## src/rtl/strb_port_pkg.sv

```systemverilog
package strb_port_pkg;

    typedef enum logic [1:0] {
        REG_OUT   = 2'd0,
        REG_DIR   = 2'd1,
        REG_LATCH = 2'd2,
        REG_CTRL  = 2'd3
    } reg_sel_e;

    localparam int CTRL_IE_BIT   = 0;
    localparam int CTRL_FALL_BIT = 1;

    typedef struct packed {
        logic seen;
        logic falling;
        logic ie;
    } ctrl_t;

    function automatic logic strobe_edge(logic prev, logic cur, logic falling);
        return falling ? (prev & ~cur) : (~prev & cur);
    endfunction

endpackage

```

## src/rtl/strb_port_sync.sv

```systemverilog
module strb_port_sync #(
    parameter int W      = 9,
    parameter int STAGES = 2
) (
    input  logic         clk,
    input  logic         rst,
    input  logic [W-1:0] d,
    output logic [W-1:0] q
);
    logic [W-1:0] stage_q [STAGES];

    generate
        for (genvar s = 0; s < STAGES; s++) begin : g_stage
            if (s == 0) begin : g_first
                always_ff @(posedge clk) begin
                    if (rst) stage_q[s] <= '0;
                    else     stage_q[s] <= d;
                end
            end else begin : g_next
                always_ff @(posedge clk) begin
                    if (rst) stage_q[s] <= '0;
                    else     stage_q[s] <= stage_q[s-1];
                end
            end
        end
    endgenerate

    assign q = stage_q[STAGES-1];
endmodule

```

## src/rtl/strb_port_lane.sv

```systemverilog
module strb_port_lane
    import strb_port_pkg::*;
#(
    parameter int W    = 8,
    parameter int SYNC = 2
) (
    input  logic         clk,
    input  logic         rst,
    input  logic         sel,
    input  logic [1:0]   addr,
    input  logic         wr,
    input  logic         rd,
    input  logic [W-1:0] wdata,
    output logic [W-1:0] rdata,
    input  logic [W-1:0] pad_in,
    output logic [W-1:0] pad_out,
    output logic [W-1:0] pad_oe,
    input  logic         strobe,
    output logic         req
);
    localparam int SW = W + 1;

    logic [W-1:0]  out_q, dir_q, latch_q;
    ctrl_t         ctrl_q;
    logic          stb_prev;
    logic [SW-1:0] sync_q;
    logic          stb_s;
    logic [W-1:0]  pins_s;
    logic          edge_hit;
    logic          rd_latch;
    reg_sel_e      rsel;

    strb_port_sync #(.W(SW), .STAGES(SYNC)) u_sync (
        .clk (clk),
        .rst (rst),
        .d   ({strobe, pad_in}),
        .q   (sync_q)
    );

    assign stb_s    = sync_q[SW-1];
    assign pins_s   = sync_q[W-1:0];
    assign rsel     = reg_sel_e'(addr);
    assign edge_hit = strobe_edge(stb_prev, stb_s, ctrl_q.falling);
    assign rd_latch = sel && rd && (rsel == REG_LATCH);

    always_ff @(posedge clk) begin
        if (rst) begin
            out_q      <= '0;
            dir_q      <= '0;
            ctrl_q.ie      <= 1'b0;
            ctrl_q.falling <= 1'b0;
        end else if (sel && wr) begin
            case (rsel)
                REG_OUT:  out_q <= wdata;
                REG_DIR:  dir_q <= wdata;
                REG_CTRL: begin
                    ctrl_q.ie      <= wdata[CTRL_IE_BIT];
                    ctrl_q.falling <= wdata[CTRL_FALL_BIT];
                end
                default: ;
            endcase
        end
    end

    always_ff @(posedge clk) begin
        if (rst) begin
            stb_prev    <= 1'b0;
            latch_q     <= '0;
            ctrl_q.seen <= 1'b0;
        end else begin
            stb_prev <= stb_s;
            if (edge_hit) begin
                latch_q     <= pins_s;
                ctrl_q.seen <= 1'b1;
            end else if (rd_latch) begin
                ctrl_q.seen <= 1'b0;
            end
        end
    end

    always_comb begin
        rdata = '0;
        case (rsel)
            REG_OUT:   rdata = out_q;
            REG_DIR:   rdata = dir_q;
            REG_LATCH: rdata = latch_q;
            REG_CTRL: begin
                rdata[CTRL_IE_BIT]   = ctrl_q.ie;
                rdata[CTRL_FALL_BIT] = ctrl_q.falling;
                rdata[W-1]           = ctrl_q.seen;
            end
            default: rdata = '0;
        endcase
    end

    assign pad_out = out_q;
    assign pad_oe  = dir_q;
    assign req     = ctrl_q.seen & ctrl_q.ie;

    assert_edge_sets_R3: assert property (@(posedge clk) disable iff (rst)
        edge_hit |=> ctrl_q.seen);

    assert_read_clears_R6: assert property (@(posedge clk) disable iff (rst)
        (rd_latch && !edge_hit) |=> !ctrl_q.seen);

    assert_latch_hold_R5: assert property (@(posedge clk) disable iff (rst)
        !edge_hit |=> $stable(latch_q));

    assert_ctrl_keeps_flag_R6: assert property (@(posedge clk) disable iff (rst)
        (sel && wr && rsel == REG_CTRL && !edge_hit && !rd_latch) |=> $stable(ctrl_q.seen));

    assert_dir_to_oe_R2: assert property (@(posedge clk) disable iff (rst)
        (sel && wr && rsel == REG_DIR) |=> (pad_oe == $past(wdata)));
endmodule

```

## src/rtl/strb_port_irq.sv

```systemverilog
module strb_port_irq #(
    parameter int N = 2
) (
    input  logic [N-1:0] req,
    output logic         irq_n
);
    assign irq_n = ~(|req);
endmodule

```

## src/rtl/strb_port_pair.sv

```systemverilog
module strb_port_pair
    import strb_port_pkg::*;
#(
    parameter int W    = 8,
    parameter int SYNC = 2
) (
    input  logic         clk,
    input  logic         rst,
    input  logic         bus_sel,
    input  logic [1:0]   bus_addr,
    input  logic         bus_wr,
    input  logic         bus_rd,
    input  logic [W-1:0] bus_wdata,
    output logic [W-1:0] bus_rdata,
    input  logic [W-1:0] a_pad_in,
    output logic [W-1:0] a_pad_out,
    output logic [W-1:0] a_pad_oe,
    input  logic         a_strobe,
    input  logic [W-1:0] b_pad_in,
    output logic [W-1:0] b_pad_out,
    output logic [W-1:0] b_pad_oe,
    input  logic         b_strobe,
    output logic         irq_n
);
    localparam int NP = 2;

    logic [W-1:0] pin_in  [NP];
    logic [W-1:0] pin_out [NP];
    logic [W-1:0] pin_oe  [NP];
    logic [W-1:0] rd_mux  [NP];
    logic [NP-1:0] stb;
    logic [NP-1:0] req;

    assign pin_in[0] = a_pad_in;
    assign pin_in[1] = b_pad_in;
    assign stb       = {b_strobe, a_strobe};

    generate
        for (genvar p = 0; p < NP; p++) begin : g_port
            strb_port_lane #(.W(W), .SYNC(SYNC)) u_lane (
                .clk     (clk),
                .rst     (rst),
                .sel     (bus_sel == p[0]),
                .addr    (bus_addr),
                .wr      (bus_wr),
                .rd      (bus_rd),
                .wdata   (bus_wdata),
                .rdata   (rd_mux[p]),
                .pad_in  (pin_in[p]),
                .pad_out (pin_out[p]),
                .pad_oe  (pin_oe[p]),
                .strobe  (stb[p]),
                .req     (req[p])
            );
        end
    endgenerate

    assign bus_rdata = rd_mux[bus_sel];
    assign a_pad_out = pin_out[0];
    assign a_pad_oe  = pin_oe[0];
    assign b_pad_out = pin_out[1];
    assign b_pad_oe  = pin_oe[1];

    strb_port_irq #(.N(NP)) u_irq (
        .req   (req),
        .irq_n (irq_n)
    );

    assert_unselected_stable_R10: assert property (@(posedge clk) disable iff (rst)
        (bus_wr && bus_sel) |=> $stable(a_pad_out) && $stable(a_pad_oe));
endmodule

```

## config.mk

```make
export PLATFORM = sky130hd
export DESIGN_NAME = strb_port_pair
export DESIGN_NICKNAME = d
export VERILOG_FILES = /design/src/rtl/strb_port_pkg.sv /design/src/rtl/strb_port_sync.sv /design/src/rtl/strb_port_lane.sv /design/src/rtl/strb_port_irq.sv /design/src/rtl/strb_port_pair.sv
export SDC_FILE = /design/constraint.sdc
export NUM_CORES = 1
export LEC_CHECK = 0
export BUFFER_PORTS_ARGS = -buffer_cell sky130_fd_sc_hd__buf_2
export CAP_MARGIN = 20
export CELL_PAD_IN_SITES_DETAIL_PLACEMENT = 2
export CELL_PAD_IN_SITES_GLOBAL_PLACEMENT = 2
export CORE_ASPECT_RATIO = 0.7
export CORE_MARGIN = 4
export CORE_UTILIZATION = 36
export DETAILED_ROUTE_END_ITERATION = 12
export PLACE_DENSITY = 0.88
export SYNTH_ARGS = -nofsm -noshare
export SYNTH_HDL_FRONTEND = slang
export SYNTH_SLANG_ARGS = --single-unit
```

## constraint.sdc

```tcl
create_clock -name clk -period 2.2 [get_ports clk]
set_input_delay 0.44 -clock clk [delete_from_list [all_inputs] [get_ports clk]]
set_output_delay 0.44 -clock clk [all_outputs]
set_load 0.005 [all_outputs]
```

== Word level (Yosys, flattened, before mapping) ==
Memories as Yosys holds them, arrays and structs flattened.
Cells that the tools add are included.
W data, S select, Z words.

* Output and inout bits: 41
* Register bits: 56
* RAM bits: 36
* Memories: 2

* Reductions and logical operators: 16
* Eq/ne operators: 3
* Mux-type cells: 22
* Bitwise gates (word level): 17
* $lt $le $gt $ge: 1

{| class="wikitable"
|+ Memory list
! name !! words !! bits a word !! read ports !! clocked after Yosys merged registers in !! wr ports !! RTL line !! text
|-
| g_port[0].u_lane.u_sync.stage_q || 2 || 9 || 2 || 0 || 2 || strb_port_sync.sv:10 || <nowiki>logic [W-1:0] stage_q [STAGES];</nowiki>
|-
| g_port[1].u_lane.u_sync.stage_q || 2 || 9 || 2 || 0 || 2 || strb_port_sync.sv:10 ||
|}

{| class="wikitable"
|+ Operator list
! cell !! count
|-
| $mux W9 || 4
|-
| $pmux W5 S3 || 2
|-
| $mux W8 || 3
|-
| $pmux W2 S4 || 2
|-
| $reduce_and A2 Y1 || 6
|-
| $mux W1 || 9
|-
| $pmux W1 S4 || 2
|-
| $and A1 B1 Y1 || 6
|-
| $logic_and A1 B1 Y1 || 6
|-
| $not A1 Y1 || 6
|-
| $eq A2 B2 Y1 const B || 2
|-
| $or A1 B1 Y1 || 4
|-
| $reduce_bool A2 Y1 || 2
|-
| $eq A2 B1 Y1 const B || 1
|-
| $ge A2 B2 Y1 const B || 1
|-
| $logic_not A2 Y1 || 1
|-
| $not A1 Y2 || 1
|-
| $reduce_or A2 Y1 || 1
|}

== Longest topological paths before layout ==
Gate-level depths: netlist of the first run.

* Depth after elaboration: 5
* Gate-level depth with buffers: 5

== Cells and area by module ==
Synthesis of the first run repeated with hierarchy kept, for this count alone.

* Cell total of the unflattened synthesis: 357
* Area total of the unflattened synthesis: 3712.3 um^2

{| class="wikitable"
|+ Modules (own cells, without submodules)
! module !! area each (um^2) !! times used !! cells an instance
|-
| strb_port_lane || 1297.5 || 2 || 136
|-
| strb_port_sync || 489.2 || 2 || 37
|-
| strb_port_pair || 135.1 || 1 || 10
|-
| strb_port_irq || 3.8 || 1 || 1
|}

== Worst setup path before layout of the first run ==
No wires, ideal clock.

* Kind: input to output
* Start: in bus_addr[0]
* End: out bus_rdata[7]
* Buffers on the path: 1
* Stages on the path: 3
* Path slack: 0.398 ns
* Required time: 1.760 ns
* Arrival: 1.362 ns
* Cell sequence: buf_2 -> mux4_2 -> mux2_2

* Cells in the longest elaborated chain, start to end: 5
* Elaborated cells on any way between the ends: 9
* Classes of those cells: eq/ne: 3; mux: 5; reduce/logical: 1

{| class="wikitable"
|+ RTL lines
! what !! RTL line !! text
|-
| start, declared || strb_port_pair.sv:10 || <nowiki>input logic [1:0] bus_addr,</nowiki>
|-
| $eq A2 B2 Y1, or another cell as far along || strb_port_lane.sv:83 || <nowiki>case (rsel)</nowiki>
|-
| $pmux W1 S4 || strb_port_lane.sv:83 ||
|-
| $mux W8 (not written as such) * (3 in a row) || strb_port_pair.sv:58 || <nowiki>assign bus_rdata = rd_mux[bus_sel];</nowiki>
|-
| end, declared || strb_port_pair.sv:14 || <nowiki>output logic [W-1:0] bus_rdata,</nowiki>
|}

Every way passes the cells marked *; elsewhere a longest branch is shown, timed or not. The select of a mux whose other input is x is not followed.

== Worst setup path in the final report of the first run ==
* Start: in bus_addr[1]
* End: out bus_rdata[3]

* Cells in the longest elaborated chain, start to end: 5
* Elaborated cells on any way between the ends: 8
* Classes of those cells: eq/ne: 2; mux: 5; reduce/logical: 1

{| class="wikitable"
|+ RTL lines
! what !! RTL line
|-
| $eq A2 B2 Y1, or another cell as far along || strb_port_lane.sv:83
|-
| $pmux W5 S3 || strb_port_lane.sv:83
|-
| $mux W8 (not written as such) * (3 in a row) || strb_port_pair.sv:58
|}

Marks and branches as above.

==> summary.txt, run 1 <==
Clock tree
  • Max clock buf depth: 2
  • CTS tree: done
  • Total CTS buffers: 9
  • H-tree depth: 3
  • Worst-path clk slew: 60 ps
  • CTS root buf: clkbuf_16
  • Clk_lat worst skew: 350 ps
  • CTS sink cnt: 92

Global routing
  • Largest net degree at the start of global routing: 109
  • GRT Util Overall: 0.187
  • Vias in the first global route: 3,127
  • Initial antenna violation count: 0
  • First-pass GRT wire length: 17.1 mm
  • Total grt overflow: 0

Power
  • Power Density: 855 nW/um2
  • Leak Pwr: 1.99 nW
  • Peak supply drop: 0.000530 V

Synthesis
  • Post-synth EDFFs: 0
  • Post-synthesis mux area share: 0.161
  • Simple-gate share of the synthesized area: 0.217
  • Synthesized flop and latch total: 92
  • Synth top cells by count: dfxtp_1 (92), mux2i_1 (41), nor2b_1 (40)
  • Mapped Cells: 370
  • Sequential share of the synthesized area: 0.499
  • Post-Synth XOR/XNOR Area: 0
  • Post-Syn Area: 3690 um2
  • Count of different cell masters after synthesis: 30
  • Synth Area per Inst: 9.97 um2
  • Ys flop type: dfxtp_1
  • Yosys synthesis warning count: 0
  • Asr flop ratio synth: 0
  • Synth top area cells: dfxtp_1 (50%), mux2i_1 (11%), nor2b_1 (6.8%), nand2b_1 (5.6%), a21oi_1 (3.4%)
  • Complex-gate fraction of the synthesized area: 0.0723
  • Post-synthesis adder-cell area fraction: 0
  • Largest family of logic cells by synthesized area: simple AND/OR/NAND/NOR gates
  • Post-synth top area share: 0.499
  • Synth area leader: dfxtp_1
  • Most frequent cell after synthesis: dfxtp_1
  • Post-Syn Nets: 403

Floorplan
  • Core area: 9830 um2
  • Die X: 129 um
  • Cell Rows: 30
  • Die Height: 92.7 um
  • Io pins: 74
  • Initial Util: 0.375
  • Die footprint: 12,000 um2

Layout
  • Final core occ: 0.461
  • Final net count: 469
  • Layout cells sized above 1: 0.243
  • Diodes inserted: 0
  • Area Growth Syn to Fin: 22.9%
  • Fillers: 1,062

STA
  • TNS Setup: 0 ps
  • RSZ-0062 raised after global routing: false
  • Endpoints failing hold: 0
  • Worst Skew: 5.48 ps
  • Setup ws final: 124 ps
  • Slew Viols, Final: 0
  • # setup viols final: 0
  • Worst slew margin: 0.575
  • Min Tclk post-route: 2080 ps
  • Worst Tran Pin Value: 634 ps
  • Crit share post-route: 0.944
  • Fmax achieved: 482 MHz

Run
  • Max-cap viol count: 0

Detailed routing
  • DRT Pass-1 Iters: 4
  • Vias: 2,860
  • WL final: 10.7 mm
  • DR WL/cell: 18.9 um
  • Initial DRC count: 124
  • DRT antenna net count: 0
  • Via-per-instance ratio: 5.03
  • # DRC: 0

Placed design
  • Setup WS pre-CTS: 109 ps
  • Input/output buffers: 73
  • Final HPWL DP: 7.31 mm
  • Routability cong.: 0.846

Critical path
  • CP max stage delay: 290 ps
  • Crit. End Element: output port
  • Worst Setup Path Type: in -> out
  • Startpoint type of the worst setup path: primary input
  • Critical path's most frequent cell: buf_2
  • Critical path's slowest cell: buf_2
  • Crit-path cells: buf_2, buf_4, nor3_1, a21oi_1, o211a_1, buf_2
  • Worst EP arrival: 1640 ps
  • Worst EP required: 1760 ps
  • R2R cell count: 4
  • Maximum net fanout on the critical path: 14

Run status
  • Status: complete, no violations

Min path
  • Hold Crit Depth: 2
  • Hold Path Class: in -> reg
cells in the final DEF (no fill, tap or decap), types with 2 or more instances in the layout:
cell type  synthesis  final
mux4_1             4      4
o21ai_0            5      4
buf_2             10     73
mux4_2             2      2
clkinv_4           0      2
nand2_1           32     32
dfxtp_1           92     92
mux2_2             3      3
a21oi_1           25     25
nand4b_1           2      2
inv_1             12     12
nand2b_1          33     33
mux2i_1           41     41
nor2b_1           40     40
nor2_1            25     25
buf_4              2      8
nor3_1             5      5
nor3b_1            2      2
o31ai_1            2      2
clkbuf_16          0      9
clkbuf_8           0      2
o221ai_1           5      5
o211a_1            5      5
bufinv_16          0      3
power breakdown:
part / switching, W / total (W) / leakage (nW) / internal (W)
combinational: 0.000151 / 0.000277 / 1.06 / 0.000126
sequential: 0.0000255 / 0.00174 / 0.751 / 0.00172
clock: 0.000677 / 0.00185 / 0.176 / 0.00118
total: 0.000853 / 0.00387 / 1.99 / 0.00302
worst paths after layout:
| kind | start | end | slack, ps |
|---|---|---|---|
| setup / recovery | bus_addr[1] | bus_rdata[3] | 120 |
| hold / removal | a_pad_in[0] | g_port[0].u_lane.u_sync.stage_q[0][0] | 300 |
| setup reg to reg | g_port[0].u_lane.ctrl_q[1] | g_port[0].u_lane.latch_q[6] | 1070 |
| hold reg to reg | g_port[1].u_lane.u_sync.stage_q[0][0] | g_port[1].u_lane.u_sync.stage_q[1][0] | 440 |
sequential cells by signal, indices dropped and copies added, names as in the netlist:
register                      count
g_port.u_lane.stb_prev            2
g_port.u_lane.latch_q            16
g_port.u_lane.u_sync.stage_q     36
g_port.u_lane.pad_oe             16
g_port.u_lane.pad_out            16
g_port.u_lane.ctrl_q              6
critical path: cells and delay by family:
kind / cells / cell delay, ps
simple gates: 1 / 70
compound gates: 2 / 440
buf+inv: 3 / 680
what timing repair did:
| item | CTS | global route |
|---|---|---|
| endpoints found under the setup margin | 1 | 1 |
| resized for setup | 1 | 1 |
| gates cloned | 0 | 0 |
| hold buffers | 0 | 0 |
| setup buffers | 0 | 0 |
per-stage QoR:
| step | cells | cell area [um2] | power (W) | hold slack, ps |
|---|---|---|---|---|
| after floorplan | 370 | 3690 | 0.00194 | 414 |
| after global placement | 553 | 4170 | 0.00203 | 426 |
| after detailed placement | 553 | 4170 | 0.00205 | 433 |
| after CTS | 569 | 4530 | 0.00390 | 296 |
| after global routing | 569 | 4530 | 0.00401 | 300 |
| final | 569 | 4530 | 0.00387 | 304 |
final cells by class:
| class | instances | area [um2] | share of cell area |
|---|---|---|---|
| sequential | 92 | 1840 | 0.406 |
| multi-input combinational | 238 | 1670 | 0.368 |
| timing repair buffer | 83 | 457 | 0.101 |
| clock buffer | 11 | 253 | 0.0558 |
| tap | 128 | 160 | 0.0353 |
| clock inverter | 5 | 108 | 0.0237 |
| inverter | 12 | 45.0 | 0.00994 |
cells by family (layout without fill, tap and decap cells):
family	after synthesis	in the layout
muxes	50	50
and+or+nand+nor	145	145
DFF	92	92
AOI/OAI and AO/OA	43	43
buffers and inverters	40	111
layer usage:
metal | global-route usage | share of wire | up-vias
li1 | - | - | 1372
met1 | 0.222 | 0.43 | 1421
met2 | 0.326 | 0.51 | 54
met3 | 0.0548 | 0.045 | 13
met4 | 0.0533 | 0.013 | 0
met5 | 0 | 0 | -
Power figures use the tool's default switching activity.
==> run 2: changes to the inputs <==
CORE_UTILIZATION = 38   (was 36)
CTS_BUF_LIST = sky130_fd_sc_hd__clkbuf_4   (was unset)
PLACE_DENSITY = 0.92   (was 0.88)
==> summary.txt, run 2 (synthesis gave the netlist of run 1 again) <==
Floorplan
  • Cell Rows: 29 (-3.3%)
  • Core area: 9250 um2 (-5.9%)
  • Die Height: 90.4 um (-2.4%)
  • Io pins: 74 (unchanged)
  • Die footprint: 11,400 um2 (-4.9%)
  • Initial Util: 0.399 (+0.0236)
  • Die X: 126 um (-2.5%)

STA
  • RSZ-0062 raised after global routing: false
  • Endpoints failing hold: 0 (unchanged)
  • Worst Tran Pin Value: 566 ps (-68.2 ps)
  • TNS Setup: 0 ps (unchanged)
  • Min Tclk post-route: 2150 ps (+72.7 ps)
  • Slew Viols, Final: 0 (unchanged)
  • Hold Slack: 209 ps (-95.0 ps)
  • Crit share post-route: 0.977 (+0.0330)
  • Fmax achieved: 465 MHz (-3.4%)
  • # setup viols final: 0 (unchanged)
  • Worst Skew: 12.3 ps (+6.82 ps)
  • Worst slew margin: 0.621 (+0.0456)

Detailed routing
  • DRT antenna net count: 0 (unchanged)
  • Vias: 2,905 (+1.6%)
  • WL final: 10.5 mm (-1.9%)
  • # DRC: 0 (unchanged)
  • Via-per-instance ratio: 5.06 (+0.69%)
  • Initial DRC count: 120 (-3.2%)
  • DRT Pass-1 Iters: 4 (unchanged)
  • DR WL/cell: 18.4 um (-2.8%)

Clock tree
  • CTS tree: done
  • Worst-path clk slew: 140 ps (+80 ps)
  • Max clock buf depth: 2 (unchanged)
  • Clk_lat worst skew: 440 ps (+90 ps)
  • H-tree depth: 3 (unchanged)
  • Total CTS buffers: 9 (unchanged)
  • CTS root buf: clkbuf_4
  • CTS sink cnt: 92 (unchanged)

Critical path
  • FF-to-FF End: g_port[1].u_lane.latch_q[7]
  • Crit-path cells: mux4_2, mux2_2, buf_2
  • Worst EP required: 1760 ps (about the same)
  • Maximum net fanout on the critical path: 3 (-11)
  • CP max stage delay: 480 ps (+190 ps)
  • Crit. End Element: output port
  • Startpoint type of the worst setup path: flip-flop
  • R2R cell count: 4 (unchanged)
  • Worst Setup Path Type: reg -> out
  • R2r startpoint: g_port[1].u_lane.u_sync.stage_q[1][8]
  • Critical path's slowest cell: mux4_2
  • Worst EP arrival: 1710 ps (+70 ps)
  • Flop2flop setup slack: 1000 ps (-70 ps)

Placed design
  • Input/output buffers: 73 (unchanged)
  • Final HPWL DP: 7.82 mm (+7.0%)
  • Post-DP Area: 4190 um2 (+0.42%)
  • Routability cong.: 0.856 (+1.2%)

Global routing
  • Initial antenna violation count: 0 (unchanged)
  • Largest net degree at the start of global routing: 52 (-52%)
  • Total grt overflow: 0 (unchanged)
  • GRT Util Overall: 0.183 (-0.00334)
  • First-pass GRT wire length: 16.6 mm (-3.0%)
  • Vias in the first global route: 3,200 (+2.3%)

Layout
  • Biggest register: g_port.u_lane.u_sync.stage_q
  • Largest register FFs: 36 (unchanged)
  • Leading cell types in the layout, fill and taps excluded: dfxtp_1 (81), buf_2 (73), mux2i_1 (41), nor2b_1 (40), nand2b_1 (33)
  • Commonest non-fill, non-tap cell in the layout: dfxtp_1
  • Finished Cell Area: 4340 um2 (-4.1%)
  • Fillers: 1,005 (-5.4%)
  • Diodes inserted: 0 (unchanged)
  • Layout cells sized above 1: 0.284 (+0.0418)
  • Final net count: 478 (+1.9%)
  • Area Growth Syn to Fin: 17.8%

Power
  • Internal power: 0.00210 W (-30%)
  • Peak supply drop: 0.000285 V (-46%)
  • Power share of the clock group: 0.284 (-0.195)
  • Power share of the sequential group: 0.616 (+0.166)
  • Leak Pwr: 1.91 nW (-4.2%)
  • Power Density: 652 nW/um2 (-24%)
  • NetSw: 0.000731 W (-14%)
  • Sw Share: 0.258 (+0.0377)
  • Combinational power share: 0.100 (+0.028)

Min path
  • Hold Path Class: in -> reg
  • Hold endpoint: g_port[1].u_lane.u_sync.stage_q[0][0]
  • Hold Crit Depth: 2 (unchanged)
  • Hold path start: b_pad_in[0]

Run status
  • Status: complete, no violations

Run
  • Max-cap viol count: 0 (unchanged)
==> run 2: cell types whose count changed in the layout (fill, tap and decap cells not counted), moves of 2 or more <==
cell,delta
buf_4,+10
bufinv_16,-3
clkbuf_16,-9
clkbuf_4,+11
clkbuf_8,-2
clkinv_1,+2
dfxtp_1,-11
dfxtp_2,+11
mux4_1,-3
mux4_2,+3
==> run 2: cell type report <==
class / instances / area, um2 / share of cell area
flip-flops and latches: 92 / 1860 / 0.427
multi-input cells: 238 / 1660 / 0.381
inverters: 12 / 45.0 / 0.0104
well taps: 124 / 155 / 0.0357
repair buffers: 92 / 520 / 0.120
clock inverters: 5 / 28.8 / 0.00662
clock buffers: 11 / 82.6 / 0.0190
==> run 2: critical path, delay by kind of cell, from the launching register on <==
family / cells / cell delay (ps)
buffers and inverters: 1 / 130
muxes: 2 / 770
DFF: 1 / 370
==> run 2: how the worst max path moves through the flow <==
| stage | start | end | slack [ps] | cells past startpoint |
|---|---|---|---|---|
| after floorplan | bus_addr[0] | bus_rdata[7] | 400 | 3 |
| after global placement | bus_sel | bus_rdata[0] | 160 | 4 |
| after detailed placement | bus_sel | bus_rdata[1] | 80 | 4 |
| after CTS | g_port[1].u_lane.pad_out[0] | bus_rdata[0] | 10 | 3 |
| after global routing | g_port[1].u_lane.pad_oe[7] | bus_rdata[7] | 2 | 3 |
| final | g_port[1].u_lane.pad_oe[7] | bus_rdata[7] | 50 | 3 |
==> run 2: power by group through the flow <==
stage	Combinational (W)	Clock (W)	Sequential, W
floorplan	0.000170	0	0.00177
global placement	0.000261	0	0.00178
detailed placement	0.000279	0	0.00178
CTS	0.000281	0.000843	0.00174
global route	0.000311	0.000911	0.00175
finish	0.000283	0.000805	0.00174
==> run 2: repair_timing <==
item                                    4_1_cts  5_1_grt
hold buffers                                  0        0
hold endpoints to repair                      0        0
endpoints found under the setup margin        1        3
gates resized for setup                       1       13
buffers inserted                              0        6
==> run 2: metal layers <==
| layer | part of all wire | track usage | up-vias |
|---|---|---|---|
| met5 | 0 | 0 | - |
| met4 | 0.011 | 0.0518 | 0 |
| met3 | 0.046 | 0.0449 | 7 |
| met2 | 0.51 | 0.329 | 66 |
| met1 | 0.43 | 0.218 | 1440 |
| li1 | - | - | 1392 |
==> run 2: metrics by stage <==
stage	setup WS, ps	power, W	util	std cells
6_report	51.6	0.00283	0.470	574
5_1_grt	1.73	0.00297	0.470	574
4_1_cts	12.2	0.00287	0.464	568
3_5_place_dp	79.4	0.00206	0.452	552
3_3_place_gp	159	0.00204	0.452	552
2_1_floorplan	398	0.00194	-	370
==> run 3: changes to the inputs <==
CORE_ASPECT_RATIO = 0.5   (was 0.7)
==> summary.txt, run 3 (synthesis gave the netlist of run 1 again) <==
Power
  • Power Density: 695 nW/um2 (+6.6%)
  • Peak supply drop: 0.000325 V (+14%)
  • Power share of the clock group: 0.334 (+0.050)
  • Pwr Total: 0.00305 W (+7.8%)
  • Combinational power share: 0.094 (-0.006)
  • Power share of the sequential group: 0.572 (-0.044)
  • Internal power: 0.00222 W (+5.5%)
  • Sw Share: 0.274 (+0.0163)
  • Leak Pwr: 1.90 nW (-0.12%)
  • NetSw: 0.000838 W (+15%)

Critical path
  • Critical path's slowest cell: mux4_2
  • Flop2flop setup slack: 770 ps (-230 ps)
  • Worst EP required: 1760 ps (about the same)
  • WP buf/inv: 1 (unchanged)
  • Crit-path cells: mux4_2, mux2_4, buf_6
  • Startpoint type of the worst setup path: flip-flop
  • FF-to-FF End: g_port[1].u_lane.latch_q[7]
  • CP max stage delay: 500 ps (+20 ps)
  • R2R cell count: 4 (unchanged)
  • Maximum net fanout on the critical path: 2 (-1)
  • Crit. End Element: output port
  • Cell family contributing the most delay on the critical path: multiplexers
  • Worst EP arrival: 1760 ps (+50 ps)
  • R2r startpoint: g_port[1].u_lane.u_sync.stage_q[1][8]
  • Worst Setup Path Type: reg -> out

Layout
  • Area Growth Syn to Fin: 19.1%
  • Commonest non-fill, non-tap cell in the layout: dfxtp_1
  • Leading cell types in the layout, fill and taps excluded: dfxtp_1 (78), buf_2 (71), mux2i_1 (41), nor2b_1 (40), nand2b_1 (33)
  • Layout cells sized above 1: 0.288 (+0.00320)
  • Final core occ: 0.465 (-0.00447)
  • Largest register FFs: 36 (unchanged)
  • Final net count: 473 (-1.0%)
  • Biggest register: g_port.u_lane.u_sync.stage_q
  • Finished Cell Area: 4390 um2 (+1.1%)

Min path
  • Hold path start: b_pad_in[5]
  • Hold endpoint: g_port[1].u_lane.u_sync.stage_q[0][5]
  • Hold Path Class: in -> reg
  • Hold Crit Depth: 2 (unchanged)

Detailed routing
  • Vias: 2,933 (+0.96%)
  • WL met2: 5.45 mm (+1.4%)
  • DRT Pass-1 Iters: 4 (unchanged)
  • Top sig layer: met4
  • # DRC: 0 (unchanged)
  • Via-per-instance ratio: 5.05 (-0.25%)
  • DR WL/cell: 20.0 um (+9.1%)
  • DRT antenna net count: 0 (unchanged)
  • DRT met1 WL: 5.30 mm (+16%)
  • WL final: 11.6 mm (+10%)
  • Initial DRC count: 218 (+82%)
  • WL met3: 551 um (+14%)

Clock tree
  • Cts hold-fix bufs: 0 (unchanged)
  • CTS root buf: clkbuf_4
  • CTS tree: done
  • Worst-path clk slew: 160 ps (+20 ps)
  • H-tree depth: 3 (unchanged)
  • Clk_lat worst skew: 470 ps (+30 ps)
  • Total CTS buffers: 9 (unchanged)
  • CTS sink cnt: 92 (unchanged)
  • Max clock buf depth: 2 (unchanged)

Floorplan
  • Core area: 9450 um2 (+2.1%)
  • Die footprint: 11,400 um2 (+0.62%)
  • Initial Util: 0.390 (-0.00818)
  • Io pins: 74 (unchanged)
  • Die Height: 77.7 um (-14%)
  • Die X: 147 um (+17%)
  • Cell Rows: 25 (-14%)

STA
  • Worst Tran Pin Value: 521 ps (-45.6 ps)
  • Worst Skew: 19.8 ps (+7.52 ps)
  • Slew Viols, Final: 0 (unchanged)
  • Setup ws final: -3.18 ps (-54.8 ps)
  • Worst slew margin: 0.651 (+0.0305)
  • # setup viols final: 1 (+1)
  • RSZ-0062 raised after global routing: true
  • Min Tclk post-route: 2200 ps (+54.8 ps)
  • Crit share post-route: 1.00 (+0.0249)
  • Fmax achieved: 454 MHz (-2.5%)
  • Endpoints failing hold: 0 (unchanged)

Global routing
  • Vias in the first global route: 3,162 (-1.2%)
  • First-pass GRT wire length: 17.2 mm (+4.2%)
  • GRT Util Overall: 0.192 (+0.00842)
  • Initial antenna violation count: 1 (+1)
  • Largest net degree at the start of global routing: 109 (+110%)
  • Total grt overflow: 0 (unchanged)

Placed design
  • Setup WS pre-CTS: 60.7 ps (-18.8 ps)
  • Post-DP Area: 4180 um2 (about the same)
  • Input/output buffers: 73 (unchanged)
  • Final HPWL DP: 7.30 mm (-6.7%)
  • Routability cong.: 0.795 (-7.1%)

Run status
  • Failing checks: setup timing
  • Status: complete, but fails checks

Run
  • Max-cap viol count: 0 (unchanged)
==> run 3: stage by stage <==
stage	hold slack (ps)	cells	TNS [ps]
2_1_floorplan	414	370	0
3_5_place_dp	431	561	0
3_3_place_gp	418	561	0
6_report	176	581	-3.18
4_1_cts	165	577	0
5_1_grt	130	581	-113
==> run 3: area by class of cell <==
cell class                 count  area, um2
clock inverter                 7       82.6
inverter                      12       45.0
fill                        1029       5050
clock buffer                   9       67.6
timing repair buffer          87        499
tap                          135        169
multi-input combinational    238       1660
antenna                        1       2.50
sequential                    92       1870
==> run 3: worst max path at each step <==
stage / start / to / cells after the start / slack (ps)
finish: g_port[1].u_lane.ctrl_q[0] / bus_rdata[0] / 3 / -3
global placement: bus_addr[0] / bus_rdata[7] / 4 / 170
floorplan: bus_addr[0] / bus_rdata[7] / 3 / 400
detailed placement: bus_addr[0] / bus_rdata[5] / 6 / 60
global route: g_port[1].u_lane.ctrl_q[0] / bus_rdata[0] / 3 / -40
CTS: g_port[1].u_lane.pad_out[0] / bus_rdata[0] / 3 / 2
==> run 3: layer usage <==
layer,vias to the layer above,global-route usage
met2,90,0.320
met1,1449,0.237
met3,25,0.0636
met4,0,0.0586
met5,-,0
li1,1369,-
==> run 3: power by group through the flow <==
stage          clock (W)  combinational, W  sequential [W]
2_1_floorplan          0          0.000170         0.00177
6_report         0.00102          0.000287         0.00175
3_3_place_gp           0          0.000259         0.00178
5_1_grt          0.00113          0.000314         0.00175
4_1_cts          0.00103          0.000276         0.00175
3_5_place_dp           0          0.000271         0.00178
==> run 3: what timing repair did <==
| item | 4_1_cts | 5_1_grt |
|---|---|---|
| setup buffers | 0 | 3 |
| hold endpoints to repair | 0 | 0 |
| gates resized for setup | 5 | 21 |
| setup endpoints to repair | 2 | 4 |
